`config.mk`:
```
export PLATFORM = sky130hd
export DESIGN_NAME = pcm_voice_port
export DESIGN_NICKNAME = d
export VERILOG_FILES = /design/src/rtl/pcm_port_pkg.sv /design/src/rtl/pcm_sync_edge.sv /design/src/rtl/pcm_rx_deser.sv /design/src/rtl/pcm_tx_ser.sv /design/src/rtl/pcm_stall_mon.sv /design/src/rtl/pcm_voice_port.sv
export SDC_FILE = /design/constraint.sdc
export NUM_CORES = 1
export LEC_CHECK = 0
export BUFFER_PORTS_ARGS = -buffer_cell sky130_fd_sc_hd__buf_2
export CAP_MARGIN = 20
export CORE_MARGIN = 2
export CORE_UTILIZATION = 54
export CTS_CLUSTER_DIAMETER = 60
export CTS_CLUSTER_SIZE = 12
export DETAILED_ROUTE_END_ITERATION = 12
export GPL_TIMING_DRIVEN = 0
export PLACE_DENSITY = 0.77
export SLEW_MARGIN = 10
export SYNTH_ARGS = -nofsm -noshare
export SYNTH_HDL_FRONTEND = slang
export SYNTH_SLANG_ARGS = --single-unit
```
`constraint.sdc`:
```
create_clock -name clk -period 1.9 [get_ports clk]
set_input_delay 0.285 -clock clk [delete_from_list [all_inputs] [get_ports clk]]
set_output_delay 0.285 -clock clk [all_outputs]
set_load 0.01 [all_outputs]
```
`src/rtl/pcm_port_pkg.sv`:
```
package pcm_port_pkg;
   // Coding law as forwarded on rx_law.
   typedef enum logic {
      LAW_MU = 1'b0,
      LAW_A  = 1'b1
   } law_e;

   // Order of the synchronized pin vector.
   localparam int PIN_BCLK  = 0;
   localparam int PIN_RSYNC = 1;
   localparam int PIN_TSYNC = 2;
   localparam int PIN_RDATA = 3;
   localparam int PIN_LAW   = 4;
   localparam int PIN_COUNT = 5;
endpackage

```
`src/rtl/pcm_sync_edge.sv`:
```
module pcm_sync_edge #(
   parameter int W      = 1,
   parameter int STAGES = 2
) (
   input  logic         clk,
   input  logic         rst_n,
   input  logic [W-1:0] d,
   output logic [W-1:0] q,
   output logic [W-1:0] rise,
   output logic [W-1:0] fall
);
   logic [W-1:0] pipe [STAGES];
   logic [W-1:0] last;

   always_ff @(posedge clk or negedge rst_n) begin
      if (!rst_n) begin
         for (int i = 0; i < STAGES; i++) pipe[i] <= '0;
         last <= '0;
      end else begin
         pipe[0] <= d;
         for (int i = 1; i < STAGES; i++) pipe[i] <= pipe[i-1];
         last <= pipe[STAGES-1];
      end
   end

   assign q    = pipe[STAGES-1];
   assign rise = q & ~last;
   assign fall = ~q & last;
endmodule

```
`src/rtl/pcm_rx_deser.sv`:
```
module pcm_rx_deser #(
   parameter int W = 8
) (
   input  logic         clk,
   input  logic         rst_n,
   input  logic         fall_evt,
   input  logic         sync_lvl,
   input  logic         data_lvl,
   input  logic         law_lvl,
   input  logic         hold,
   output logic [W-1:0] word,
   output logic         law,
   output logic         valid
);
   localparam int CW = $clog2(W);

   logic          sync_prev;
   logic          active;
   logic [CW-1:0] cnt;
   logic [W-1:0]  shreg;

   always_ff @(posedge clk or negedge rst_n) begin
      if (!rst_n) begin
         sync_prev <= 1'b0;
         active    <= 1'b0;
         cnt       <= '0;
         shreg     <= '0;
         word      <= '0;
         law       <= 1'b0;
         valid     <= 1'b0;
      end else begin
         valid <= 1'b0;
         if (fall_evt) begin
            sync_prev <= sync_lvl;
            if (sync_lvl && !sync_prev) begin
               // frame start wins over any pending completion
               active <= 1'b1;
               cnt    <= '0;
            end else if (active) begin
               shreg <= {shreg[W-2:0], data_lvl};
               if (cnt == CW'(W-1)) begin
                  active <= 1'b0;
                  if (!hold) begin
                     word  <= {shreg[W-2:0], data_lvl};
                     law   <= law_lvl;
                     valid <= 1'b1;
                  end
               end else begin
                  cnt <= cnt + 1'b1;
               end
            end
         end
      end
   end
endmodule

```
`src/rtl/pcm_tx_ser.sv`:
```
module pcm_tx_ser #(
   parameter int W = 8
) (
   input  logic         clk,
   input  logic         rst_n,
   input  logic         fall_evt,
   input  logic         rise_evt,
   input  logic         sync_lvl,
   input  logic [W-1:0] word,
   output logic         bit_out,
   output logic         oe,
   output logic         take,
   output logic         done
);
   localparam int CW = $clog2(W);

   logic          sync_prev;
   logic          armed;
   logic [CW-1:0] cnt;
   logic [W-1:0]  shreg;

   always_ff @(posedge clk or negedge rst_n) begin
      if (!rst_n) begin
         sync_prev <= 1'b0;
         armed     <= 1'b0;
         cnt       <= '0;
         shreg     <= '0;
         oe        <= 1'b0;
         take      <= 1'b0;
         done      <= 1'b0;
      end else begin
         take <= 1'b0;
         done <= 1'b0;
         if (fall_evt) begin
            sync_prev <= sync_lvl;
            if (sync_lvl && !sync_prev) armed <= 1'b1;
         end
         if (rise_evt) begin
            if (armed) begin
               shreg <= word;
               oe    <= 1'b1;
               cnt   <= '0;
               armed <= 1'b0;
               take  <= 1'b1;
            end else if (oe) begin
               if (cnt == CW'(W-1)) begin
                  oe   <= 1'b0;
                  done <= 1'b1;
               end else begin
                  shreg <= {shreg[W-2:0], 1'b0};
                  cnt   <= cnt + 1'b1;
               end
            end
         end
      end
   end

   assign bit_out = shreg[W-1];
endmodule

```
`src/rtl/pcm_stall_mon.sv`:
```
module pcm_stall_mon #(
   parameter int LIMIT = 100000,
   parameter int SRC   = 2
) (
   input  logic           clk,
   input  logic           rst_n,
   input  logic [SRC-1:0] act,
   input  logic           frame_done,
   output logic           pwr_save
);
   localparam int CW = $clog2(LIMIT + 1);

   logic [SRC-1:0] idle;

   for (genvar g = 0; g < SRC; g++) begin : g_src
      logic [CW-1:0] cnt;
      always_ff @(posedge clk or negedge rst_n) begin
         if (!rst_n)                    cnt <= '0;
         else if (act[g])               cnt <= '0;
         else if (cnt != CW'(LIMIT))    cnt <= cnt + 1'b1;
      end
      assign idle[g] = (cnt == CW'(LIMIT));
   end

   always_ff @(posedge clk or negedge rst_n) begin
      if (!rst_n)          pwr_save <= 1'b0;
      else if (|idle)      pwr_save <= 1'b1;
      else if (frame_done) pwr_save <= 1'b0;
   end
endmodule

```
`src/rtl/pcm_voice_port.sv`:
```
module pcm_voice_port
   import pcm_port_pkg::*;
#(
   parameter int WORD_W       = 8,
   parameter int SYNC_STAGES  = 2,
   parameter int STALL_CYCLES = 100000
) (
   input  logic              clk,
   input  logic              rst_n,
   input  logic              bclk,
   input  logic              rx_sync,
   input  logic              tx_sync,
   input  logic              rx_data,
   input  logic              law_sel,
   input  logic [WORD_W-1:0] tx_word,
   output logic [WORD_W-1:0] rx_word,
   output logic              rx_valid,
   output logic              rx_law,
   output logic              tx_take,
   output logic              tx_data,
   output logic              tx_oe,
   output logic              pwr_save
);
   if (WORD_W < 2) begin : g_bad_w
      $error("WORD_W must be at least 2");
   end
   if (SYNC_STAGES < 2) begin : g_bad_s
      $error("SYNC_STAGES must be at least 2");
   end
   if (STALL_CYCLES < 16) begin : g_bad_l
      $error("STALL_CYCLES too small");
   end

   logic [PIN_COUNT-1:0] pin_raw, pin_q, pin_rise, pin_fall;
   logic                 oe_int, frame_done;
   logic [1:0]           activity;

   assign pin_raw[PIN_BCLK]  = bclk;
   assign pin_raw[PIN_RSYNC] = rx_sync;
   assign pin_raw[PIN_TSYNC] = tx_sync;
   assign pin_raw[PIN_RDATA] = rx_data;
   assign pin_raw[PIN_LAW]   = law_sel;

   pcm_sync_edge #(.W(PIN_COUNT), .STAGES(SYNC_STAGES)) u_sync (
      .clk (clk), .rst_n (rst_n), .d (pin_raw),
      .q (pin_q), .rise (pin_rise), .fall (pin_fall)
   );

   pcm_rx_deser #(.W(WORD_W)) u_rx (
      .clk      (clk),
      .rst_n    (rst_n),
      .fall_evt (pin_fall[PIN_BCLK]),
      .sync_lvl (pin_q[PIN_RSYNC]),
      .data_lvl (pin_q[PIN_RDATA]),
      .law_lvl  (pin_q[PIN_LAW]),
      .hold     (pwr_save),
      .word     (rx_word),
      .law      (rx_law),
      .valid    (rx_valid)
   );

   pcm_tx_ser #(.W(WORD_W)) u_tx (
      .clk      (clk),
      .rst_n    (rst_n),
      .fall_evt (pin_fall[PIN_BCLK]),
      .rise_evt (pin_rise[PIN_BCLK]),
      .sync_lvl (pin_q[PIN_TSYNC]),
      .word     (tx_word),
      .bit_out  (tx_data),
      .oe       (oe_int),
      .take     (tx_take),
      .done     (frame_done)
   );

   assign activity[0] = pin_rise[PIN_BCLK]  | pin_fall[PIN_BCLK];
   assign activity[1] = pin_rise[PIN_TSYNC] | pin_fall[PIN_TSYNC];

   pcm_stall_mon #(.LIMIT(STALL_CYCLES), .SRC(2)) u_stall (
      .clk        (clk),
      .rst_n      (rst_n),
      .act        (activity),
      .frame_done (frame_done),
      .pwr_save   (pwr_save)
   );

   assign tx_oe = oe_int & ~pwr_save;
endmodule

```
[After elaboration in Yosys (flattened, before gate mapping)]
Cells that the tools add are included.
Cells by class
  reduce and logical (&&, ||, !) cells: 14
  mux-type cells: 36
  bitwise logic cells: 9
  add/sub/neg operators: 4
  equality and inequality tests: 8
Operators by type and width (number)
  $mux W17: 4
  $add A17 B1 Y17 const B: 2
  $eq A17 B17 Y1 const B: 2
  $ne A17 B17 Y1 const B: 2
  $mux W8: 3
  $mux W1: 23
  $mux W3: 6
  $reduce_bool A2 Y1: 5
  $reduce_and A3 Y1: 3
  $add A3 B1 Y3 const B: 2
  $and A3 B3 Y3: 2
  $eq A3 B3 Y1 const B: 2
  $not A3 Y3: 2
  $reduce_and A5 Y1: 1
  $ne A2 B1 Y1 const B: 2
  $logic_and A1 B1 Y1: 2
  $logic_not A1 Y1: 2
  $not A1 Y1: 2
  $or A1 B1 Y1: 2
  $reduce_or A2 Y1: 1
  $and A1 B1 Y1: 1
Storage, ports and cells
  register bits after elaboration: 86
  output and inout port bits: 14
  word-level logic and storage cells: 91

[Logic depth before layout (Yosys ltp)]
Gate-level depths: netlist (run 1).
  word-level depth: 6
  mapped depth: 7
  gate-level depth less buffers: 6

[Cells and area by module]
From an unflattened synthesis (run 1), not the netlist that was laid out.
Second synthesis, totals
  cell total of the unflattened synthesis: 342
  area, all modules: 4071.4 sq um
Modules (own cells, without submodules)
  pcm_stall_mon: area an instance 1841.8 sq um, times used 1, seq. area each 875.8 sq um, cells an instance 195
  pcm_rx_deser: area an instance 907.1 sq um, times used 1, seq. area each 550.5 sq um, cells an instance 54
  pcm_tx_ser: area an instance 803.3 sq um, times used 1, seq. area each 400.4 sq um, cells an instance 60
  pcm_sync_edge: area an instance 500.5 sq um, times used 1, seq. area each 375.4 sq um, cells an instance 30
  pcm_voice_port: area an instance 18.8 sq um, times used 1, seq. area each 0.0 sq um, cells an instance 3

[Least setup slack after synthesis (run 1)]
OpenSTA, ideal clock, no wires.
  path kind: register to register
  start: register u_stall.g_src[1].cnt[0]
  end: register u_stall.g_src[1].cnt[16]
  clock period less this slack: 1791 ps
  stages on the path, launching flop included: 6
  arrival: 1713 ps
  library setup time: 78 ps
  path slack: 109 ps
  data required time: 1822 ps
  cell sequence: dfrtp_1 ha_1 nand2_1 or3_4 or4_1 a21oi_1
Between the ends
  word-level cells in the longest chain between the ends: 3
  elaborated cells on any way between the ends: 5
  those cells by class: 1 x add/sub; 1 x eq/ne; 2 x mux; 1 x reduce/logical
RTL lines
  start, declared: line pcm_stall_mon.sv:16  | logic [CW-1:0] cnt;
  start signal, assigned: line pcm_stall_mon.sv:20  | else if (cnt != CW'(LIMIT)) cnt <= cnt + 1'b1;
  $add A17 B1 Y17: line pcm_stall_mon.sv:20
  $mux W17: line pcm_stall_mon.sv:20
  $mux W17: line pcm_stall_mon.sv:19  | else if (act[g]) cnt <= '0;
Several ways; a longest one is shown, not always the timed one. The select of a mux whose other input is x is not followed.
A chain may end at the register's enable or synchronous reset.

[Final worst setup path (run 1)]
Same ends and word-level chain as after synthesis.

==> flow_summary.yaml, run 1 <==
floorplanning:
  pin_count: 29
  rows: 30
  die-area_mm2: 0.00767
  core_mm2: 0.00676
  die_w_um: 87.6
  die_y_um: 87.6
  initial_core_util: 0.558
critical_path:
  start_kind: "flip-flop"
  path_buf_inv: 0
  path_class: "flip-flop to flip-flop"
  r2r-start: "u_stall.g_src[1].cnt[0]$_DFFE_PN0P_"
  cp_slowest_cell: "or4_1"
  endpoint_kind: "flip-flop"
  cpLargestDelayFamily: "simple AND/OR/NAND/NOR gates"
  worst-path-max-fanout: 6
  crit_required_ns: 2.18
  cp_slowest_stage_delay_ns: 0.50
  crit_chain: "ha_2 > nand2_2 > or3_4 > or4_1 > a21oi_1"
  worstSetupStartpoint: "u_stall.g_src[1].cnt[0]$_DFFE_PN0P_"
  crit_arrival_ns: 2.08
place:
  place_congestion: 0.836
  post_dp_cell_area_mm2: 0.00404
  place_ws_ns: -0.136
  portBuffers: 28
  hpwl_mm: 4.33
grt:
  groute.usage.overall: 0.184
  use_met1: 0.257
  met3_usage: 0.0339
  grt-ovfl-total: 0
  grt_util_met2: 0.275
  busiest_layer: "met2"
  grt_pass1_vias: 2402
  grt_pass1_wl_mm: 10.9
  grt_max_degree: 47
  antenna_found_initial: 0
final_layout:
  fill_cells: 526
  drive_gt1_frac: 0.205
  final_cell_mix: "85 x dfrtp_1, 27 x buf_2, 18 x nand2_1, 18 x mux2_2"
  antenna_cells: 0
  layout_commonest_cell: "dfrtp_1"
  final_cell_area_mm2: 0.00433
  final-seq-area_mm2: 0.00213
  area_growth_syn_to_layout_pct: 14.9
  multiInputGateArea_mm2: 0.00156
  nets: 395
  post-route-util: 0.641
hold_path:
  hold_path_class: "input pin to flip-flop"
  min_from: "bclk"
clock_network:
  clock-sinks: 85
  cts_buffers: 9
  cts_buffer_depth: 2
  clock_latency_ns: 0.35
  htree_levels: 3
  cts_tree: "built"
  cts_root_buf: "clkbuf_8"
  path_clk_slew_ns: 0.08
run:
  maxCapViolations: 0
routing:
  drtIter0Drc: 172
  ant_nets: 0
  wl_mm: 6.36
  via_per_inst: 5.52
  routedWlPerCell_um: 14.0
  routed-via-count: 2512
  route.detailed.drc: 0
  firstDrtPassIters: 4
sta:
  finalSetupViolCount: 0
  fin_crit_sh: 0.945
  worst_pin_slew_ns: 0.607
  worst_slack_ns: 0.104
  finalHoldViolations: 0
  drv_slew: 0
  rsz0062_at_grt: "true"
  worst_hold_slack_ns: 0.0370
  min_period_ns: 1.80
  slew_headroom: 0.594
  clock.fmax_mhz: 557
  fin_skew_ns: 0.00536
power_and_ir_drop:
  peakVddDrop_mv: 0.685
  power_mw: 4.34
  p_per_area_mw_per_mm2: 1000
  p_leak_nw: 2.03
synthesis:
  syn_inst: 327
  synth.avg_cell_area_um2: 11.5
  synth_area_mm2: 0.00377
  synth_top_area_frac: 0.564
  ys_types: 42
  synth-seq-cells: 85
  synth_edf_count: 0
  synth_warnings: 0
  yosysTopAreaCell: "dfrtp_1"
  syn_nets: 352
  yosys-top-cells-area: "dfrtp_1 56%, mux2_2 5.4%, xnor2_1 3.5%, ha_1 3.3%, mux2i_1 2.4%"
  yosysSeqAreaShare: 0.564
  synth_ff_type: "dfrtp_1"
  async_flop_share: 1.00
run_status:
  status: "finished, final reports clean"
-- state kept, by name (all words and copies together) (netlist names) --
register           count
u_sync.last            2
u_stall.g_src.cnt     34
u_rx.cnt               3
u_stall.pwr_save       1
u_rx.word              8
u_tx.oe                1
u_sync.pipe            5
u_tx.armed             1
u_rx.shreg             7
u_rx.sync_prev         1
u_rx.valid             1
u_rx.active            1
u_tx.take              1
u_tx.shreg             8
u_rx.law               1
u_sync.q               5
u_tx.sync_prev         1
u_tx.done              1
u_tx.cnt               3
-- kinds of logic (layout without fill, tap and decap cells) --
kind of cell    after synthesis  after routing  share of synthesized area
mux                          27             27                     0.0777
buf+inv                      26             74                     0.0266
simple gates                116            116                      0.177
flops                        85             85                      0.564
fa+ha+maj                    10             10                     0.0332
xor+xnor                     25             25                     0.0581
compound gates               38             38                     0.0631
-- synthesized netlist by cell type, drive strengths merged (2+ instances only) --
| master | count |
|---|---|
| dfrtp | 85 |
| nand2 | 19 |
| mux2 | 18 |
| inv | 17 |
| nor2 | 16 |
| xnor2 | 15 |
| and2 | 14 |
| o21ai | 14 |
| nand3 | 11 |
| ha | 10 |
| nor4 | 10 |
| xor2 | 10 |
| mux2i | 9 |
| nand4 | 8 |
| clkbuf | 7 |
| nor3 | 7 |
| a21oi | 6 |
| nor2b | 5 |
| or3 | 5 |
| nand2b | 4 |
| a22o | 3 |
| nor4b | 3 |
| nor4bb | 3 |
| o22ai | 3 |
| o31ai | 3 |
| a21boi | 2 |
| a22oi | 2 |
| and3 | 2 |
| and3b | 2 |
| and4b | 2 |
| buf | 2 |
| o21a | 2 |
| or4 | 2 |
-- final timing paths --
path / end / slack, ns / cells past startpoint
min: u_sync.pipe[5]$_DFF_PN0_ / 0.04 / 1
max reg2reg: u_stall.g_src[1].cnt[16]$_DFFE_PN0P_ / 0.10 / 5
max in group asynchronous: u_stall.g_src[0].cnt[14]$_DFFE_PN0P_ / 0.86 / 3
min reg2reg: u_sync.q[2]$_DFF_PN0_ / 0.35 / 0
max: u_stall.g_src[1].cnt[16]$_DFFE_PN0P_ / 0.10 / 5
min in group asynchronous: u_stall.g_src[1].cnt[12]$_DFFE_PN0P_ / 0.46 / 2
-- layer usage --
layer / vias to the layer above / wire length [µm]
met5: - / 0
met4: 0 / 131
met3: 11 / 179
met2: 46 / 2980
met1: 1228 / 3070
li1: 1227 / -
-- repair_timing --
action | CTS | global route
endpoints found under the setup margin | 17 | 17
endpoints found under the hold margin | 39 | 0
buffers inserted | 2 | 0
hold buffers | 1 | 0
resized for setup | 5 | 8
pin swaps | 0 | 1
-- report_power, final --
| group | internal [mW] | total, mW | leakage, nW | switching [mW] |
|---|---|---|---|---|
| clock network | 0.814 | 1.45 | 0.120 | 0.634 |
| registers | 2.05 | 2.21 | 1.12 | 0.157 |
| logic | 0.339 | 0.680 | 0.786 | 0.341 |
| total | 3.20 | 4.34 | 2.03 | 1.13 |
-- final cells by class --
class | count | area share
Sequential cell | 85 | 0.491
Multi-Input combinational cell | 216 | 0.361
Timing Repair Buffer | 32 | 0.0450
Clock buffer | 11 | 0.0349
Tap cell | 80 | 0.0231
Clock inverter | 5 | 0.0191
Inverter | 17 | 0.0147
Buffer | 9 | 0.0116
-- through the flow --
stage,cells,TNS (ns)
after floorplan,327,0
after global placement,435,-12.04
after detailed placement,436,-1.16
after CTS,455,0
after global routing,455,-0.00814
final,455,0
No activity file was read; power rests on OpenSTA's default activity.
==> inputs of run 2 (changes only) <==
- PLACE_DENSITY: 0.77 -> 0.76
- SYNTH_HIERARCHICAL: default -> 1
==> run 2 against run 1 <==
Against the previous run: first-iteration DRC count down 31%; critical endpoint is now u_stall/g_src[1].cnt[0]$_DFFE_PN0P_; non-clock buffer count increased by 5; area after synthesis increased by 4.4%; die area increased by 4.2%; sequential power about the same; global-route usage is 0.88 points lower; hold slack worse by 0.0019 ns; synthesized cell count up 1.5%; largest power group unchanged; core utilization shrank 1.7 points; sequential cell count unchanged; routed wire length shrank 2.2%.
==> flow_summary.yaml, run 2 <==
run_status:
  status: "finished, final reports clean"
floorplanning:
  rows: 31
  initial_core_util: 0.552
  core_mm2: 0.00714
  die_y_um: 89.4
  die-area_mm2: 0.00799
  die_w_um: 89.4
  pin_count: 29
clock_network:
  cts_tree: "built"
  cts_root_buf: "clkbuf_8"
  path_clk_slew_ns: 0.09
  cts_buffer_depth: 2
  htree_levels: 3
  clock-sinks: 85
  cts_buffers: 9
  clock_latency_ns: 0.35
grt:
  antenna_found_initial: 0
  grt_max_degree: 65
  groute.usage.overall: 0.176
  grt_pass1_vias: 2357
  grt-ovfl-total: 0
  grt_pass1_wl_mm: 10.9
power_and_ir_drop:
  p_switching_mw: 1.12
  peakVddDrop_mv: 0.613
  p_leak_nw: 2.01
  power_mw: 4.10
  seq_power_share: 0.540
  p_per_area_mw_per_mm2: 920
  p_sw_frac: 0.273
  cell_internal_pwr_mw: 2.98
  comb_power_share: 0.180
  clkPwrFrac: 0.280
routing:
  routedWlPerCell_um: 13.0
  route.detailed.drc: 0
  drtIter0Drc: 119
  via_per_inst: 5.28
  firstDrtPassIters: 4
  wl_mm: 6.22
  routed-via-count: 2531
  ant_nets: 0
place:
  hpwl_mm: 4.27
  place_congestion: 0.842
  placed_cells: 460
  post_dp_cell_area_mm2: 0.00423
  portBuffers: 28
sta:
  clock.fmax_mhz: 541
  setup_tns_ns: 0
  fin_skew_ns: 0.0116
  min_period_ns: 1.85
  finalHoldViolations: 0
  slew_headroom: 0.704
  finalSetupViolCount: 0
  rsz0062_at_grt: "true"
  worst_pin_slew_ns: 0.444
  fin_crit_sh: 0.973
  drv_slew: 0
final_layout:
  largest_reg_flops: 34
  layout.cells.non_filler: 479
  layout_commonest_cell: "dfrtp_1"
  final_cell_mix: "85 x dfrtp_1, 28 x buf_2, 28 x nor2_1"
  drive_gt1_frac: 0.297
  nets: 398
  antenna_cells: 0
  area_growth_syn_to_layout_pct: 13.2
  final_cell_area_mm2: 0.00446
  largest_register: "u_stall/g_src.cnt"
  top_regs: "u_stall/g_src.cnt (34), u_rx/word (8), u_tx/shreg (8)"
run:
  maxCapViolations: 0
critical_path:
  crit_arrival_ns: 2.07
  cp_slowest_cell: "or4b_4"
  endpoint_kind: "flip-flop"
  start_kind: "flip-flop"
  crit_chain: "inv_2 > ha_1 > or4b_4 > or4_4 > o21ai_1 > a21oi_1"
  crit_required_ns: 2.12
  path_class: "flip-flop to flip-flop"
  worst-path-max-fanout: 2
  cp_slowest_stage_delay_ns: 0.46
synthesis:
  syn_nets: 355
  synth_warnings: 6
  syn_inst: 332
  synth_area_mm2: 0.00394
  synth.avg_cell_area_um2: 11.9
hold_path:
  hold_path_class: "input pin to flip-flop"
==> run 2: cell count changes in the layout (fill, tap and decap cells not counted), sizes merged, moves of 7 or more <==
cell	previous run	this run
mux2	18	36
and2	14	1
nor2	16	29
nand2	19	12
buf	33	40
==> run 2: repair_timing <==
item | 4_1_cts | 5_1_grt
pin swaps | 0 | 2
hold buffers | 1 | 0
endpoints found under the setup margin | 2 | 14
buffers inserted | 2 | 0
resized for setup | 0 | 6
endpoints found under the hold margin | 21 | 0
==> run 2: final timing paths <==
| check | cells past startpoint | startpoint | endpoint | slack, ns |
|---|---|---|---|---|
| min in group asynchronous | 2 | rst_n | u_tx/shreg[3]$_DFFE_PN0P_ | 0.37 |
| worst min-delay path | 1 | law_sel | u_sync/pipe[9]$_DFF_PN0_ | 0.04 |
| worst min register to register | 0 | u_sync/pipe[5]$_DFF_PN0_ | u_sync/q[0]$_DFF_PN0_ | 0.35 |
| worst max-delay path | 6 | u_stall/g_src[1].cnt[0]$_DFFE_PN0P_ | u_stall/g_src[1].cnt[0]$_DFFE_PN0P_ | 0.05 |
| max in group asynchronous | 3 | rst_n | u_stall/g_src[1].cnt[10]$_DFFE_PN0P_ | 0.95 |
| worst max register to register | 6 | u_stall/g_src[1].cnt[0]$_DFFE_PN0P_ | u_stall/g_src[1].cnt[0]$_DFFE_PN0P_ | 0.05 |
==> run 2: critical path: cells and delay by family (launching register included) <==
| kind | cells | cell delay, ns |
|---|---|---|
| and+or+nand+nor | 2 | 0.90 |
| DFF | 1 | 0.41 |
| AOI/OAI and AO/OA | 2 | 0.22 |
| adders and majority gates | 1 | 0.13 |
| buffers and inverters | 1 | 0.06 |
==> run 2: metrics by stage <==
step	hold slack, ns	util	setup WS (ns)
after floorplan	-0.0106	-	0.0996
after global placement	0.333	0.589	-0.144
after detailed placement	0.197	0.593	-0.0312
after CTS	0.0196	0.622	0.0116
after global routing	0.0164	0.624	-0.0216
final	0.0351	0.624	0.0512
==> run 2: routing by layer <==
| layer | track usage | part of all wire | up-vias |
|---|---|---|---|
| met1 | 0.243 | 0.47 | 1249 |
| met5 | 0 | 0 | - |
| li1 | - | - | 1236 |
| met3 | 0.0369 | 0.036 | 2 |
| met4 | 0.0651 | 0.0064 | 0 |
| met2 | 0.274 | 0.48 | 44 |
==> run 2: power by group through the flow <==
| stage | Sequential (mW) | Combinational, mW | Clock, mW |
|---|---|---|---|
| after floorplan | 2.22 | 0.555 | 0 |
| after global placement | 2.24 | 0.678 | 0 |
| after detailed placement | 2.25 | 0.723 | 0 |
| after CTS | 2.21 | 0.743 | 1.20 |
| after global routing | 2.25 | 0.828 | 1.28 |
| final | 2.21 | 0.739 | 1.15 |
==> run 2: area by class of cell <==
type / count / area (µm²)
clock buffer: 9 / 124
sequential: 85 / 2130
fill: 608 / 2680
inverter: 16 / 60.1
tap: 99 / 124
timing repair buffer: 32 / 195
buffer: 14 / 104
multi-input combinational: 217 / 1660
clock inverter: 7 / 57.6
==> inputs of run 3 (changes only) <==
- CORE_UTILIZATION: 54 -> 56
- CTS_BUF_LIST: default -> sky130_fd_sc_hd__clkbuf_8
- PLACE_DENSITY: 0.76 -> 0.79
==> run 3 against run 2 <==
Against the previous run: final area is 1.3% higher; sequential share of layout area fell by 0.63 points; non-clock buffer count increased by 1; total power up 7.4%; hold slack got worse by 0.0050 ns; core utilization is 4.0 points higher; clock power increased by 26%; global-route usage grew 1.4 points; critical endpoint unchanged; largest cell class unchanged; highest routed layer unchanged.
==> flow_summary.yaml, run 3 (same netlist as run 2, synthesis figures left out) <==
critical_path:
  cpLargestDelayFamily: "simple AND/OR/NAND/NOR gates"
  crit_required_ns: 2.12
  crit_chain: "inv_1 > ha_1 > or4b_4 > or4_4 > o21ai_1 > a21oi_1"
  cp_slowest_stage_delay_ns: 0.46
  worst-path-max-fanout: 2
  path_buf_inv: 1
  crit_cells: 6
  cp_slowest_cell: "or4b_4"
  path_class: "flip-flop to flip-flop"
  crit_arrival_ns: 2.10
  endpoint_kind: "flip-flop"
  start_kind: "flip-flop"
  ff2ff_path_depth: 6
sta:
  rsz0062_at_grt: "true"
  drv_slew: 0
  clock.fmax_mhz: 532
  slew_headroom: 0.706
  finalSetupViolCount: 0
  fin_skew_ns: 0.00814
  min_period_ns: 1.88
  fin_crit_sh: 0.989
  finalHoldViolations: 0
  worst_pin_slew_ns: 0.441
grt:
  grt_pass1_vias: 2456
  grt_max_degree: 64
  grt_pass1_wl_mm: 11.2
  antenna_found_initial: 0
  grt-ovfl-total: 0
  groute.usage.overall: 0.190
final_layout:
  top_regs: "u_stall/g_src.cnt (34), u_rx/word (8), u_tx/shreg (8)"
  largest_reg_flops: 34
  nets: 399
  layout_commonest_cell: "dfrtp_1"
  layout.cells.non_filler: 477
  area_growth_syn_to_layout_pct: 14.7
  drive_gt1_frac: 0.297
  largest_register: "u_stall/g_src.cnt"
  final_cell_mix: "85 x dfrtp_1, 28 x buf_2, 28 x nor2_1"
  fill_cells: 517
  post-route-util: 0.665
  antenna_cells: 0
  final_cell_area_mm2: 0.00452
routing:
  via_per_inst: 5.25
  dr_wl_met2_mm: 3.17
  met1Wirelength_mm: 2.99
  wl_mm: 6.52
  routed-via-count: 2505
  routedWlPerCell_um: 13.7
  ant_nets: 0
  dr_wl_met3_um: 250
  drtIter0Drc: 103
  route.detailed.drc: 0
  highest_layer: "met4"
  firstDrtPassIters: 4
power_and_ir_drop:
  peakVddDrop_mv: 0.654
  p_per_area_mw_per_mm2: 975
  p_switching_mw: 1.15
  clkPwrFrac: 0.329
  cell_internal_pwr_mw: 3.25
  comb_power_share: 0.167
  p_sw_frac: 0.262
  p_leak_nw: 2.04
  seq_power_share: 0.504
place:
  post_dp_cell_area_mm2: 0.00423
  hpwl_mm: 4.33
  place_congestion: 0.836
  portBuffers: 28
  placed_cells: 457
floorplanning:
  die_y_um: 87.8
  pin_count: 29
  rows: 30
  die_w_um: 87.8
  initial_core_util: 0.579
  core_mm2: 0.00679
  die-area_mm2: 0.00772
clock_network:
  htree_levels: 3
  clock-sinks: 85
  cts_tree: "built"
  cts_root_buf: "clkbuf_8"
  path_clk_slew_ns: 0.09
  cts_buffer_depth: 2
  clock_latency_ns: 0.36
  cts_buffers: 9
run:
  maxCapViolations: 0
run_status:
  status: "finished, final reports clean"
hold_path:
  hold_path_depth: 1
  hold_path_class: "input pin to flip-flop"
## run 3: cell type report
class	count	area (µm²)	area share
Tap cell	96	120	0.0266
Timing Repair Buffer	33	205	0.0454
Buffer	14	103	0.0227
Inverter	16	60.1	0.0133
Multi-Input combinational cell	217	1670	0.370
Clock inverter	7	105	0.0233
Sequential cell	85	2130	0.471
Clock buffer	9	124	0.0274
## run 3: per-stage QoR
| step | setup TNS, ns | hold WS, ns | power [mW] | setup WS (ns) |
|---|---|---|---|---|
| detailed placement | -0.0455 | 0.210 | 2.97 | -0.0298 |
| global placement | -11.27 | 0.333 | 2.91 | -0.137 |
| global route | -0.0468 | 0.00605 | 4.66 | -0.0436 |
| finish | 0 | 0.0301 | 4.40 | 0.0214 |
| floorplan | 0 | -0.0106 | 2.77 | 0.0996 |
| CTS | 0 | 0.00447 | 4.46 | 0.00465 |
## run 3: worst paths after layout
check,start,slack [ns],to
worst max register to register,u_stall/g_src[1].cnt[1]$_DFFE_PN0P_,0.02,u_stall/g_src[1].cnt[0]$_DFFE_PN0P_
max in group asynchronous,rst_n,0.95,u_stall/g_src[0].cnt[11]$_DFFE_PN0P_
worst min register to register,u_sync/pipe[5]$_DFF_PN0_,0.36,u_sync/q[0]$_DFF_PN0_
worst max-delay path,u_stall/g_src[1].cnt[1]$_DFFE_PN0P_,0.02,u_stall/g_src[1].cnt[0]$_DFFE_PN0P_
min in group asynchronous,rst_n,0.37,u_tx/take$_DFF_PN0_
worst min-delay path,bclk,0.03,u_sync/pipe[5]$_DFF_PN0_
## run 3: layer usage
metal,vias to the layer above,GRT usage
li1,1242,-
met3,11,0.0566
met4,0,0.0741
met1,1204,0.242
met2,48,0.306
met5,-,0
## run 3: power by group through the flow
stage / Combinational, mW / Clock [mW] / Sequential, mW
finish: 0.736 / 1.45 / 2.22
global route: 0.824 / 1.57 / 2.26
CTS: 0.741 / 1.50 / 2.22
detailed placement: 0.721 / 0 / 2.25
global placement: 0.675 / 0 / 2.24
floorplan: 0.555 / 0 / 2.22
## run 3: what timing repair did
item | CTS | global route
hold buffers | 1 | 1
setup buffers | 2 | 0
pin swaps | 0 | 1
cloned | 0 | 0
endpoints found under the setup margin | 2 | 5
hold endpoints to repair | 22 | 1
gates resized for setup | 0 | 6
